### config.mk
export PLATFORM = sky130hd
export DESIGN_NAME = tw_target
export DESIGN_NICKNAME = d
export VERILOG_FILES = /design/src/rtl/tw_pkg.sv /design/src/rtl/tw_sync.sv /design/src/rtl/tw_frame.sv /design/src/rtl/tw_regs.sv /design/src/rtl/tw_target.sv
export SDC_FILE = /design/constraint.sdc
export NUM_CORES = 1
export LEC_CHECK = 0
export ABC_AREA = 1
export ABC_CLOCK_PERIOD_IN_PS = 4400
export BUFFER_PORTS_ARGS = -buffer_cell sky130_fd_sc_hd__buf_2
export CAP_MARGIN = 0
export CORE_MARGIN = 1
export CORE_UTILIZATION = 45
export CTS_CLUSTER_DIAMETER = 60
export DETAILED_ROUTE_END_ITERATION = 12
export PLACE_DENSITY = 0.72
export SETUP_SLACK_MARGIN = 0.05
export SLEW_MARGIN = 10
export SYNTH_ARGS = -nofsm -noshare
export SYNTH_HDL_FRONTEND = slang
export SYNTH_SLANG_ARGS = --single-unit
### constraint.sdc
create_clock -name clk -period 4.4 [get_ports clk]
set_clock_uncertainty 0.1 [all_clocks]
set_input_delay 0.88 -clock clk [delete_from_list [all_inputs] [get_ports clk]]
set_output_delay 0.88 -clock clk [all_outputs]
set_load 0.05 [all_outputs]
### src/rtl/tw_pkg.sv
package tw_pkg;

    typedef enum logic [2:0] {
        ST_IDLE,
        ST_CTRL,
        ST_WDATA,
        ST_TURN,
        ST_RDATA,
        ST_HOLD,
        ST_TAIL_HI,
        ST_TAIL_LO
    } tw_state_e;

endpackage

### src/rtl/tw_sync.sv
module tw_sync #(
    parameter int                WIDTH   = 3,
    parameter int                STAGES  = 2,
    parameter logic [WIDTH-1:0]  RST_VAL = '0
) (
    input  logic             clk,
    input  logic             rst_n,
    input  logic [WIDTH-1:0] pin,
    output logic [WIDTH-1:0] level
);

    logic [WIDTH-1:0] stage_q [STAGES];
    logic [WIDTH-1:0] stage_d [STAGES];

    for (genvar s = 0; s < STAGES; s++) begin : g_stage
        if (s == 0) begin : g_first
            always_comb stage_d[s] = pin;
        end else begin : g_next
            always_comb stage_d[s] = stage_q[s-1];
        end

        always_ff @(posedge clk or negedge rst_n) begin
            if (!rst_n) stage_q[s] <= RST_VAL;
            else        stage_q[s] <= stage_d[s];
        end
    end

    assign level = stage_q[STAGES-1];

endmodule

### src/rtl/tw_frame.sv
module tw_frame
    import tw_pkg::*;
#(
    parameter int               DATA_W = 16,
    parameter int               ADDR_W = 5,
    parameter int               PFX_W  = 3,
    parameter logic [PFX_W-1:0] PFX    = 3'b101
) (
    input  logic              clk,
    input  logic              rst_n,
    input  logic              sck,
    input  logic              en_n,
    input  logic              din,
    input  logic [DATA_W-1:0] rd_data,
    output logic [ADDR_W-1:0] rd_addr,
    output logic              wr_en,
    output logic [ADDR_W-1:0] wr_addr,
    output logic [DATA_W-1:0] wr_data,
    output logic              dout,
    output logic              doe
);

    localparam int CTRL_W = PFX_W + 1 + ADDR_W;
    localparam int CNT_W  = $clog2(DATA_W + CTRL_W + 1);
    localparam int DIR_B  = ADDR_W;

    typedef struct packed {
        tw_state_e         st;
        logic [CNT_W-1:0]  cnt;
        logic [CTRL_W-1:0] ctrl;
        logic [DATA_W-1:0] shreg;
        logic              sck_prev;
        logic              oe;
        logic              wr;
    } frame_t;

    frame_t q, d;

    logic              rise, fall;
    logic [CTRL_W-1:0] ctrl_nx;

    assign rise    = sck & ~q.sck_prev;
    assign fall    = ~sck & q.sck_prev;
    assign ctrl_nx = {q.ctrl[CTRL_W-2:0], din};

    always_comb begin
        d          = q;
        d.wr       = 1'b0;
        d.sck_prev = sck;
        if (en_n && q.st != ST_IDLE && q.st != ST_TAIL_HI && q.st != ST_TAIL_LO) begin
            d.st = ST_TAIL_HI;
            d.oe = 1'b0;
        end else begin
            unique case (q.st)
                ST_IDLE: begin
                    if (!en_n) begin
                        d.st  = ST_CTRL;
                        d.cnt = '0;
                    end
                end
                ST_CTRL: begin
                    if (rise) begin
                        d.ctrl = ctrl_nx;
                        d.cnt  = q.cnt + 1'b1;
                        if (q.cnt == CNT_W'(CTRL_W - 1)) begin
                            d.cnt = '0;
                            if (ctrl_nx[CTRL_W-1 -: PFX_W] != PFX) d.st = ST_HOLD;
                            else if (ctrl_nx[DIR_B])               d.st = ST_TURN;
                            else                                   d.st = ST_WDATA;
                        end
                    end
                end
                ST_WDATA: begin
                    if (rise) begin
                        d.shreg = {q.shreg[DATA_W-2:0], din};
                        d.cnt   = q.cnt + 1'b1;
                        if (q.cnt == CNT_W'(DATA_W - 1)) begin
                            d.wr = 1'b1;
                            d.st = ST_HOLD;
                        end
                    end
                end
                ST_TURN: begin
                    if (fall) begin
                        d.shreg = rd_data;
                        d.oe    = 1'b1;
                        d.cnt   = '0;
                        d.st    = ST_RDATA;
                    end
                end
                ST_RDATA: begin
                    if (rise) begin
                        d.shreg = {q.shreg[DATA_W-2:0], 1'b0};
                        d.cnt   = q.cnt + 1'b1;
                        if (q.cnt == CNT_W'(DATA_W - 1)) begin
                            d.oe = 1'b0;
                            d.st = ST_HOLD;
                        end
                    end
                end
                ST_HOLD: ;
                ST_TAIL_HI: if (rise) d.st = ST_TAIL_LO;
                ST_TAIL_LO: if (fall) d.st = ST_IDLE;
                default:    d.st = ST_IDLE;
            endcase
        end
    end

    always_ff @(posedge clk or negedge rst_n) begin
        if (!rst_n) q <= '{st: ST_IDLE, cnt: '0, ctrl: '0, shreg: '0,
                           sck_prev: 1'b0, oe: 1'b0, wr: 1'b0};
        else        q <= d;
    end

    assign rd_addr = q.ctrl[ADDR_W-1:0];
    assign wr_addr = q.ctrl[ADDR_W-1:0];
    assign wr_data = q.shreg;
    assign wr_en   = q.wr;
    assign doe     = q.oe;
    assign dout    = q.oe & q.shreg[DATA_W-1];

    assert_drive_prefix_R9: assert property (@(posedge clk) disable iff (!rst_n)
        doe |-> (q.ctrl[CTRL_W-1 -: PFX_W] == PFX && q.ctrl[DIR_B]));

    assert_release_on_enable_R10: assert property (@(posedge clk) disable iff (!rst_n)
        en_n |=> !doe);

    assert_write_from_data_R2: assert property (@(posedge clk) disable iff (!rst_n)
        wr_en |-> ($past(q.st) == ST_WDATA && !q.ctrl[DIR_B]));

    assert_count_bound_R5: assert property (@(posedge clk) disable iff (!rst_n)
        q.cnt <= CNT_W'(DATA_W));

endmodule

### src/rtl/tw_regs.sv
module tw_regs #(
    parameter int DATA_W    = 16,
    parameter int ADDR_W    = 5,
    parameter int N_ARG     = 3,
    parameter int RESP_BASE = 8,
    parameter int N_RESP    = 8
) (
    input  logic                     clk,
    input  logic                     rst_n,
    input  logic                     wr_en,
    input  logic [ADDR_W-1:0]        wr_addr,
    input  logic [DATA_W-1:0]        wr_data,
    input  logic [ADDR_W-1:0]        rd_addr,
    output logic [DATA_W-1:0]        rd_data,
    input  logic [N_RESP*DATA_W-1:0] resp_i,
    output logic                     cmd_strobe,
    output logic [DATA_W-1:0]        cmd_word,
    output logic [N_ARG*DATA_W-1:0]  args_o
);

    typedef struct packed {
        logic [DATA_W-1:0]             cmd;
        logic [N_ARG-1:0][DATA_W-1:0]  args;
        logic                          stb;
    } regs_t;

    regs_t q, d;

    always_comb begin
        d     = q;
        d.stb = 1'b0;
        if (wr_en) begin
            if (wr_addr == '0) begin
                d.cmd = wr_data;
                d.stb = 1'b1;
            end
            for (int k = 0; k < N_ARG; k++) begin
                if (wr_addr == ADDR_W'(k + 1)) d.args[k] = wr_data;
            end
        end
    end

    always_ff @(posedge clk or negedge rst_n) begin
        if (!rst_n) q <= '0;
        else        q <= d;
    end

    always_comb begin
        rd_data = '0;
        if (rd_addr == '0) rd_data = q.cmd;
        for (int k = 0; k < N_ARG; k++) begin
            if (rd_addr == ADDR_W'(k + 1)) rd_data = q.args[k];
        end
        for (int j = 0; j < N_RESP; j++) begin
            if (rd_addr == ADDR_W'(RESP_BASE + j)) rd_data = resp_i[j*DATA_W +: DATA_W];
        end
    end

    for (genvar k = 0; k < N_ARG; k++) begin : g_arg
        assign args_o[k*DATA_W +: DATA_W] = q.args[k];
    end

    assign cmd_strobe = q.stb;
    assign cmd_word   = q.cmd;

    assert_strobe_single_R4: assert property (@(posedge clk) disable iff (!rst_n)
        cmd_strobe |=> !cmd_strobe);

    assert_strobe_cause_R4: assert property (@(posedge clk) disable iff (!rst_n)
        cmd_strobe |-> $past(wr_en && wr_addr == '0));

    assert_args_hold_R8: assert property (@(posedge clk) disable iff (!rst_n)
        !(wr_en && wr_addr >= ADDR_W'(1) && wr_addr <= ADDR_W'(N_ARG)) |=> $stable(args_o));

    assert_cmd_hold_R8: assert property (@(posedge clk) disable iff (!rst_n)
        !cmd_strobe |-> $stable(cmd_word));

endmodule

### src/rtl/tw_target.sv
module tw_target #(
    parameter int               DATA_W      = 16,
    parameter int               ADDR_W      = 5,
    parameter int               PFX_W       = 3,
    parameter logic [PFX_W-1:0] PFX         = 3'b101,
    parameter int               N_ARG       = 3,
    parameter int               RESP_BASE   = 8,
    parameter int               N_RESP      = 8,
    parameter int               SYNC_STAGES = 2
) (
    input  logic                     clk,
    input  logic                     rst_n,
    input  logic                     ser_clk,
    input  logic                     ser_en_n,
    input  logic                     ser_din,
    output logic                     ser_dout,
    output logic                     ser_doe,
    input  logic [N_RESP*DATA_W-1:0] resp_i,
    output logic                     cmd_strobe,
    output logic [DATA_W-1:0]        cmd_word,
    output logic [N_ARG*DATA_W-1:0]  args_o
);

    logic [2:0]        pins_s;
    logic [ADDR_W-1:0] rd_addr, wr_addr;
    logic [DATA_W-1:0] rd_data, wr_data;
    logic              wr_en;

    tw_sync #(
        .WIDTH   (3),
        .STAGES  (SYNC_STAGES),
        .RST_VAL (3'b010)
    ) u_sync (
        .clk   (clk),
        .rst_n (rst_n),
        .pin   ({ser_clk, ser_en_n, ser_din}),
        .level (pins_s)
    );

    tw_frame #(
        .DATA_W (DATA_W),
        .ADDR_W (ADDR_W),
        .PFX_W  (PFX_W),
        .PFX    (PFX)
    ) u_frame (
        .clk     (clk),
        .rst_n   (rst_n),
        .sck     (pins_s[2]),
        .en_n    (pins_s[1]),
        .din     (pins_s[0]),
        .rd_data (rd_data),
        .rd_addr (rd_addr),
        .wr_en   (wr_en),
        .wr_addr (wr_addr),
        .wr_data (wr_data),
        .dout    (ser_dout),
        .doe     (ser_doe)
    );

    tw_regs #(
        .DATA_W    (DATA_W),
        .ADDR_W    (ADDR_W),
        .N_ARG     (N_ARG),
        .RESP_BASE (RESP_BASE),
        .N_RESP    (N_RESP)
    ) u_regs (
        .clk        (clk),
        .rst_n      (rst_n),
        .wr_en      (wr_en),
        .wr_addr    (wr_addr),
        .wr_data    (wr_data),
        .rd_addr    (rd_addr),
        .rd_data    (rd_data),
        .resp_i     (resp_i),
        .cmd_strobe (cmd_strobe),
        .cmd_word   (cmd_word),
        .args_o     (args_o)
    );

endmodule

==> impl_metrics.csv <==
group,metric,value,unit
final_layout,fin_util,57.08,%
timing,hold_violations,0,
final_layout,nNetsFinal,1217,
synthesis,ys_ff_latch,106,
routing,vias_per_cell,5.232,
outcome,outcome,"complete, no violations",
routing,drc_errors,0,
global_routing,track_usage,27.64,%
routing,wirelength,19470,um
timing,slew_headroom,34.36,%
routing,num_vias,6603,
timing,fin_setup_tns,0,ns
synthesis,ys_seq_area_share,42.29,%
clocking,cts_buffer_depth,2,
synthesis,synth_nets,1040,
clocking,ctsResizeCount,0,
timing,fin_crit_sh,70.08,%
timing,rsz0062_at_grt,"no",
synthesis,syn_inst,904,
synthesis,synth-xor-area-share,0,%
clocking,cts_setup_buffers,0,
global_routing,grt_start_max_net_pins,68,
power,ir_drop,0.0002456,V
place,dpl.hpwl,14920,um
worst_setup_path,cp_max_fo,32,
floorplanning,pin_count,200,
worst_setup_path,cp.arrival,3.24,ns
worst_setup_path,crit_path_end_kind,"register",
clocking,h-tree-depth,3,
floorplanning,start_util,46.85,%
synthesis,yosys.area_share.simple,34.48,%
power,power_leakage,4.213,nW
timing,finalMaxSlewViolations,0,
routing,firstDrtPassIters,5,
clocking,cts_sinks,106,
synthesis,syn_area_per_cell,6.945,um^2
synthesis,synth_edf_count,0,
clocking,cts_buffers,9,
synthesis,synth_ff_type,"dfrtp_1",
final_layout,final_layout_size_suffix_gt1_share,25.78,%
clocking,clk_latency,0.36,ns
floorplanning,die_h,120.1,um
timing,max_freq,0.3243,GHz
synthesis,synthTopCellsByArea,"dfrtp_1 (41%), nand2_1 (16%), o21ai_0 (7.1%)",
global_routing,grt_pass1_wl,30870,um
final_layout,diodes,0,
synthesis,yosysUniqueCellTypes,35,
job,cap_violations,0,
worst_setup_path,worstPathRequired,4.56,ns
timing,tightest_slew,0.9822,ns
clocking,ctsRootBufferMaster,"clkbuf_16",
routing,wire_per_inst,15.43,um
synthesis,yosys.area.top_type,"dfrtp_1",
routing,dr.first_iter.drc_count,710,
floorplanning,row_count,42,
clocking,clk_pin_slew,0.07,ns
worst_setup_path,critPathLaunchType,"register",
final_layout,syn_to_final_growth,21.82,%
timing,finalSetupViolCount,0,
global_routing,first_global_vias,5898,
worst_setup_path,path_class,"reg -> reg",
clocking,hold_buffers,0,
clocking,cts_tree,"done",
synthesis,synth_mux_area_share,0,%
timing,hold_slack,0.2526,ns
place,routabilityCongestion,0.9013,
floorplanning,die_width,120.1,um
worst_hold_path,hold_class,"reg -> reg",
synthesis,syn_area,6279,um^2
synthesis,yosysTopAreaCellShare,41.45,%
floorplanning,core_area,13400,um^2
synthesis,synth_common_cells,"nand2_1 (274), inv_1 (115), dfrtp_1 (104)",
place,port-buffer-count,199,
timing,period_minus_slack,3.083,ns
synthesis,synth-compound-area-share,12.22,%
synthesis,ys_warn_count,0,
floorplanning,die-area,14430,um^2
global_routing,overflow,0,
global_routing,antenna_found_initial,0,
synthesis,synth_top_family_by_area,"simple AND/OR/NAND/NOR gates",
power,p_per_area,411.1,nW/um^2
synthesis,synthAdderAreaFrac,0.5978,%
synthesis,async_flop_share,100.0,%
synthesis,synth_most_common_cell,"nand2_1",
routing,detail-route-antenna-nets,0,
-- worst paths after layout --
kind | startpoint | end | slack (ns) | cells after the start
setup / recovery | u_frame.rd_addr[4] | u_regs.args_o[46] | 1.32 | 5
hold / removal | u_sync.stage_d[0] | u_sync.level[0] | 0.25 | 0
setup reg to reg | u_frame.rd_addr[4] | u_regs.args_o[46] | 1.32 | 5
hold reg to reg | u_sync.stage_d[0] | u_sync.level[0] | 0.25 | 0
max in group asynchronous | rst_n | u_sync.stage_d[1] | 2.83 | 2
min in group asynchronous | rst_n | u_regs.cmd_word[8] | 0.50 | 1
-- cells by family (layout without fill, tap and decap cells) --
logic type                 count (synthesis)  after routing
and+or+nand+nor                          484            484
buffers and inverters                    165            347
AOI/OAI and AO/OA                        146            146
DFF                                      106            106
adders and majority gates                  3              3
-- power by group --
part           internal (mW)  switching [mW]  leakage [nW]
Sequential              1.09           0.115          1.39
Combinational          0.349           0.808          2.68
Clock                  0.397           0.390         0.141
-- area by class of cell --
cell class / count / area, um^2
clock buffers: 10 / 229.0
clock inverters: 6 / 57.56
fillers: 1321 / 5752
inverters: 127 / 481.7
multi-input cells: 633 / 2969
flip-flops and latches: 106 / 2655
well taps: 176 / 220.2
repair buffers: 204 / 1036
-- per-stage QoR --
stage	setup slack, ns	total power, mW	cell area (um^2)	cells
2_1_floorplan	2.381	2.015	6279	904
3_3_place_gp	1.481	2.351	7362	1246
3_5_place_dp	1.420	2.362	7362	1246
4_1_cts	1.390	3.144	7649	1262
5_1_grt	1.105	3.346	7649	1262
6_report	1.317	3.145	7649	1262
-- layer usage --
layer / vias to the layer above / share of wire [%] / global-route usage [%]
li1: 3257 / - / -
met1: 3038 / 44 / 38.37
met2: 281 / 46 / 43.14
met3: 27 / 7.3 / 6.369
met4: 0 / 1.8 / 7.344
met5: - / 0 / 0
-- sequential cells by signal, summed over array words and instances (netlist names), 3 cells and up --
register	cells
u_sync.stage_d	3
u_frame.ctrl_nx	3
u_frame.q	9
u_regs.cmd_word	16
u_sync.level	3
u_frame.wr_data	16
u_regs.args_o	48
u_frame.rd_addr	5
-- critical path: stages, from the launching register on --
cell	delay (ns)
dfrtp_1	0.50
inv_4	0.28
nand3_2	0.18
nor2_1	0.69
nand2_1	0.81
o21ai_0	0.42
-- cell usage in the layout (no fill, tap or decap), types with 8 or more instances in the layout --
cell type	count
a21oi_1	39
buf_2	198
clkbuf_16	9
dfrtp_1	104
inv_1	115
inv_2	8
nand2_1	274
nand3_1	65
nand4_1	37
nor2_1	48
nor3_1	14
o21ai_0	89
or2_2	28
Note: power is estimated with default switching activity, not from simulation.
